File: src/rtl/vlp_pkg.sv
package vlp_pkg;
  localparam int LANE_W    = 128;
  localparam int NUM_SIZES = 4;
  localparam logic [1:0] OP_ILO  = 2'd0;
  localparam logic [1:0] OP_IHI  = 2'd1;
  localparam logic [1:0] OP_PERM = 2'd2;
  localparam logic [1:0] OP_RSVD = 2'd3;
  localparam logic [1:0] SZ_32   = 2'd2;

  function automatic logic op_illegal(input logic [1:0] op, input logic [1:0] sz);
    return (op == OP_RSVD) || ((op == OP_PERM) && (sz != SZ_32));
  endfunction
endpackage

File: src/rtl/vlp_lane_interleave.sv
module vlp_lane_interleave #(
  parameter int LANE_W = 128,
  parameter int ELEM_W = 8
) (
  input  logic [LANE_W-1:0] a,
  input  logic [LANE_W-1:0] b,
  input  logic              upper_half,
  output logic [LANE_W-1:0] y
);
  localparam int NELEM = LANE_W / ELEM_W;
  localparam int HALF  = NELEM / 2;

  for (genvar i = 0; i < HALF; i++) begin : g_pair
    assign y[(2*i)*ELEM_W +: ELEM_W]   = upper_half ? a[(HALF+i)*ELEM_W +: ELEM_W]
                                                    : a[i*ELEM_W +: ELEM_W];
    assign y[(2*i+1)*ELEM_W +: ELEM_W] = upper_half ? b[(HALF+i)*ELEM_W +: ELEM_W]
                                                    : b[i*ELEM_W +: ELEM_W];
  end
endmodule

File: src/rtl/vlp_lane_permute.sv
module vlp_lane_permute #(
  parameter int LANE_W = 128,
  parameter int ELEM_W = 32,
  localparam int NELEM = LANE_W / ELEM_W,
  localparam int SEL_W = $clog2(NELEM),
  localparam int IMM_W = NELEM * SEL_W
) (
  input  logic [LANE_W-1:0] a,
  input  logic [IMM_W-1:0]  sel,
  output logic [LANE_W-1:0] y
);
  logic [ELEM_W-1:0] elems [NELEM];

  for (genvar k = 0; k < NELEM; k++) begin : g_split
    assign elems[k] = a[k*ELEM_W +: ELEM_W];
  end

  for (genvar i = 0; i < NELEM; i++) begin : g_pick
    assign y[i*ELEM_W +: ELEM_W] = elems[sel[i*SEL_W +: SEL_W]];
  end
endmodule

File: src/rtl/vlane_perm.sv
module vlane_perm
  import vlp_pkg::*;
#(
  parameter int NUM_LANES = 2,
  parameter int IMM_W     = 8,
  localparam int DATA_W   = LANE_W * NUM_LANES
) (
  input  logic              clk,
  input  logic              rst_n,
  input  logic              in_valid,
  output logic              in_ready,
  input  logic [1:0]        in_op,
  input  logic [1:0]        in_size,
  input  logic              in_narrow,
  input  logic [IMM_W-1:0]  in_imm,
  input  logic [DATA_W-1:0] in_a,
  input  logic [DATA_W-1:0] in_b,
  output logic              out_valid,
  input  logic              out_ready,
  output logic [DATA_W-1:0] out_data,
  output logic              out_err
);
  logic              accept;
  logic              illegal;
  logic [DATA_W-1:0] nxt_data;

  assign in_ready = !out_valid || out_ready;
  assign accept   = in_valid && in_ready;
  assign illegal  = op_illegal(in_op, in_size);

  for (genvar l = 0; l < NUM_LANES; l++) begin : g_lane
    localparam bit UPPER = (l != 0);
    logic [LANE_W-1:0] la, lb, pm_res, lane_res;
    logic [LANE_W-1:0] il_res [NUM_SIZES];

    assign la = in_a[l*LANE_W +: LANE_W];
    assign lb = in_b[l*LANE_W +: LANE_W];

    for (genvar s = 0; s < NUM_SIZES; s++) begin : g_size
      vlp_lane_interleave #(.LANE_W(LANE_W), .ELEM_W(8 << s)) u_il (
        .a(la), .b(lb), .upper_half(in_op == OP_IHI), .y(il_res[s])
      );
    end

    vlp_lane_permute #(.LANE_W(LANE_W), .ELEM_W(32)) u_pm (
      .a(la), .sel(in_imm), .y(pm_res)
    );

    always_comb begin
      case (in_op)
        OP_ILO, OP_IHI: lane_res = il_res[in_size];
        OP_PERM:        lane_res = pm_res;
        default:        lane_res = '0;
      endcase
      if (illegal || (in_narrow && UPPER)) lane_res = '0;
    end

    assign nxt_data[l*LANE_W +: LANE_W] = lane_res;
  end

  always_ff @(posedge clk or negedge rst_n) begin
    if (!rst_n) begin
      out_valid <= 1'b0;
      out_data  <= '0;
      out_err   <= 1'b0;
    end else if (accept) begin
      out_valid <= 1'b1;
      out_data  <= nxt_data;
      out_err   <= illegal;
    end else if (out_ready) begin
      out_valid <= 1'b0;
    end
  end

  assert_accept_R8: assert property (@(posedge clk) disable iff (!rst_n)
    accept |=> out_valid);

  assert_hold_R9: assert property (@(posedge clk) disable iff (!rst_n)
    (out_valid && !out_ready) |=> (out_valid && $stable(out_data) && $stable(out_err)));

  assert_narrow_zero_R6: assert property (@(posedge clk) disable iff (!rst_n)
    (accept && in_narrow) |=> (out_data[DATA_W-1:LANE_W] == '0));

  assert_err_zero_R7: assert property (@(posedge clk) disable iff (!rst_n)
    (out_valid && out_err) |-> (out_data == '0));

  assert_illegal_flag_R7: assert property (@(posedge clk) disable iff (!rst_n)
    (accept && in_op == OP_RSVD) |=> out_err);
endmodule

File: config.mk
export PLATFORM = sky130hd
export DESIGN_NAME = vlane_perm
export DESIGN_NICKNAME = d
export VERILOG_FILES = /design/src/rtl/vlp_pkg.sv /design/src/rtl/vlp_lane_interleave.sv /design/src/rtl/vlp_lane_permute.sv /design/src/rtl/vlane_perm.sv
export SDC_FILE = /design/constraint.sdc
export NUM_CORES = 1
export LEC_CHECK = 0
export BUFFER_PORTS_ARGS = -buffer_cell sky130_fd_sc_hd__buf_2
export CAP_MARGIN = 20
export CORE_AREA = 5 5 304 306
export CTS_CLUSTER_DIAMETER = 30
export DETAILED_ROUTE_END_ITERATION = 16
export DIE_AREA = 0 0 309 311
export GPL_ROUTABILITY_DRIVEN = 0
export PLACE_DENSITY = 0.48
export SYNTH_ARGS = -nofsm -noshare
export SYNTH_HDL_FRONTEND = slang
export SYNTH_SLANG_ARGS = --single-unit
File: constraint.sdc
create_clock -name clk -period 5.15 [get_ports clk]
set_clock_uncertainty 0.1 [all_clocks]
set_input_delay 0.2575 -clock clk [delete_from_list [all_inputs] [get_ports clk]]
set_output_delay 0.2575 -clock clk [all_outputs]
set_load 0.02 [all_outputs]
==> reports/metrics.cfg <==
[outcome]
status=finished, final reports clean

[die]
die_y_um=311
initial_core_util=0.2771
fp.dieArea_um2=96100
die_w_um=309
core_um2=89320
ios=788
rows=110

[clock_network]
worstSkewPairLatency_ns=0.63
cts_made_buffers=106
cts_buffer_depth=3
cts.sinks=258
clockRootBuffer=clkbuf_16
clkTransAtPathRegs_ns=0.04
cts-resized-gates=0
cts_hold_buf=209
post_cts_buffers=0
cts_max_level=3
cts_tree=done

[critical_path]
crit_path_cell_trace=nand2b_1 > nand2_1 > buf_4 > nor2_4 > nand2_1 > o211ai_1 > dlygate4sd3_1
crit_arrival_ns=4.16
critical_path.slowest_cell=nand2_1
start_kind=flop
crit_top_cell=nand2_1
cp.required_ns=5.63
crit_type=reg -> reg
r2r_start=out_valid$_DFFE_PN0P_
cp_max_fo=22
critPathMaxStageDelay_ns=0.67
cp-startpoint=out_valid$_DFFE_PN0P_
end_kind=flop

[finish]
final_core_util=0.3957
nFillCells=8965
multi_input_area_um2=17070
layout_commonest_cell=buf_2
stdcell_count=4618
regArea_um2=6456
layout-drive-gt1-share=0.4093
syn2layout_area_growth_pct=42.79
nNetsFinal=3867
stdcell_area_um2=35350
layout_common_cells=buf_2 (775), nand2_1 (402), mux4_2 (321)

[route]
vias=27980
ant_nets=0
firstDrtPassIters=6
wirelength_mm=162.0
wl_per_cell_um=35.08
drt_iter0_markers=2954
viasPerCell=6.058
post-route-drc-count=0

[sta]
fin_ws_ns=1.474
slew_headroom=0.2550
hold_viol=0
fin_setup_tns_ns=0
whs_ns=0.02258
period_share=0.7137
min_period_ns=3.676
rsz0062_at_grt=false
drv_slew=0
max_slew.worst_pin.slew_ns=1.113
setup_viol=0
fmax_mhz=272.1

[grt]
antenna_found_initial=32
grt_pass1_wl_mm=224.3
grt-ovfl-total=0
grt_max_degree=114
grt_use_total=0.3232
first_global_vias=28640

[synthesis]
yosysUniqueCellTypes=50
ys_seq_area_frac=0.2608
synth_largest_area_cell=mux4_2
synth_top_area_frac=0.2921
synthesis.area_um2=24750
synth_fp_nets=2957
ys_seq_elements=258
synth_edf_count=0
async_reset_ff_frac=1.000
synthCells=2428
synthFlopType=dfrtp_1
avgSynthCellArea_um2=10.20
ys.warnings.count=0
yosys-top-cells-area=mux4_2 (29%), dfrtp_1 (26%), mux2i_1 (8.4%)

[min_path]
min_from=in_b[157]
hold_path.class=in -> reg

[power_and_ir_drop]
p_per_area_nw_per_um2=336.5
total_power_mw=11.90
leakage_nw=15.86
ir_drop_mv=0.2285

[place]
place_inst=4196
place_ws_ns=1.945
port-buffer-count=787
dp.final_hpwl_mm=119.7
place_area_um2=29650

[run]
cap_violations=0

[state kept, by name, summed over array words and instances (netlist names)]
name,count
out_data,256
out_err,1
out_valid,1
[area by class of cell]
cell class	instances	area share
well taps	1176	0.04163
repair buffers	1062	0.1914
inverters	3	0.0003894
multi-input cells	1907	0.4828
clock buffers	177	0.09536
flip-flops and latches	258	0.1827
clock inverters	18	0.004531
diodes	17	0.001204
[critical path, delay by kind of cell (launching register included)]
| kind | cells | cell delay, ns |
|---|---|---|
| AND/OR/NAND/NOR | 4 | 1.80 |
| buffers and inverters | 2 | 0.95 |
| AO/OA/AOI/OAI | 1 | 0.38 |
| flip-flops | 1 | 0.36 |
[final timing paths]
check	end	cells after the start	slack (ns)
max in group asynchronous	out_data[219]$_DFFE_PN0P_	3	3.55
hold reg to reg	out_err$_DFFE_PN0P_	1	0.37
setup reg to reg	out_data[239]$_DFFE_PN0P_	7	1.47
hold / removal	out_data[221]$_DFFE_PN0P_	5	0.02
setup / recovery	out_data[239]$_DFFE_PN0P_	7	1.47
min in group asynchronous	out_data[70]$_DFFE_PN0P_	2	0.12
[cell families (layout without fill, tap and decap cells)]
| kind of cell | Yosys count | after routing | synth area share |
|---|---|---|---|
| AOI/OAI and AO/OA | 655 | 655 | 0.1779 |
| buffers and inverters | 263 | 1260 | 0.05252 |
| DFF | 258 | 258 | 0.2608 |
| muxes | 565 | 565 | 0.3929 |
| other | 0 | 17 | 0 |
| and+or+nand+nor | 687 | 687 | 0.1159 |
[cell usage after synthesis, types with 4 or more instances]
library cell  number
a21o_1            27
buf_4             30
a22oi_1          198
nand2_1          404
a32oi_1           13
mux2_2            34
o22ai_1            6
nand3_1          129
buf_2             90
a211oi_1          25
mux2i_1          207
a22o_1            13
nand2b_1           6
a221o_1            5
o21ai_1           16
o21bai_1           6
dfrtp_1          258
a221oi_1          13
clkbuf_1         123
o21ai_0           93
o211ai_1          73
nor2b_1           13
nor3_1            17
a31oi_1            4
nor2_1           105
a21boi_0          16
buf_6              5
mux4_2           321
o31ai_1           16
a21oi_1          125
buf_1              8
[layer usage]
metal	track usage	vias to the layer above	wire (um)
li1	-	11460	-
met1	0.3670	14070	55250
met2	0.5412	1973	78440
met3	0.07038	471	14830
met4	0.2222	8	13430
met5	0	-	45
[report_power, final]
part           switching (mW)  total, mW  internal, mW
sequential              0.185       2.48          2.29
clock                    1.78       6.17          4.40
combinational            1.99       3.25          1.26
Note: power is estimated with default switching activity, not from simulation.
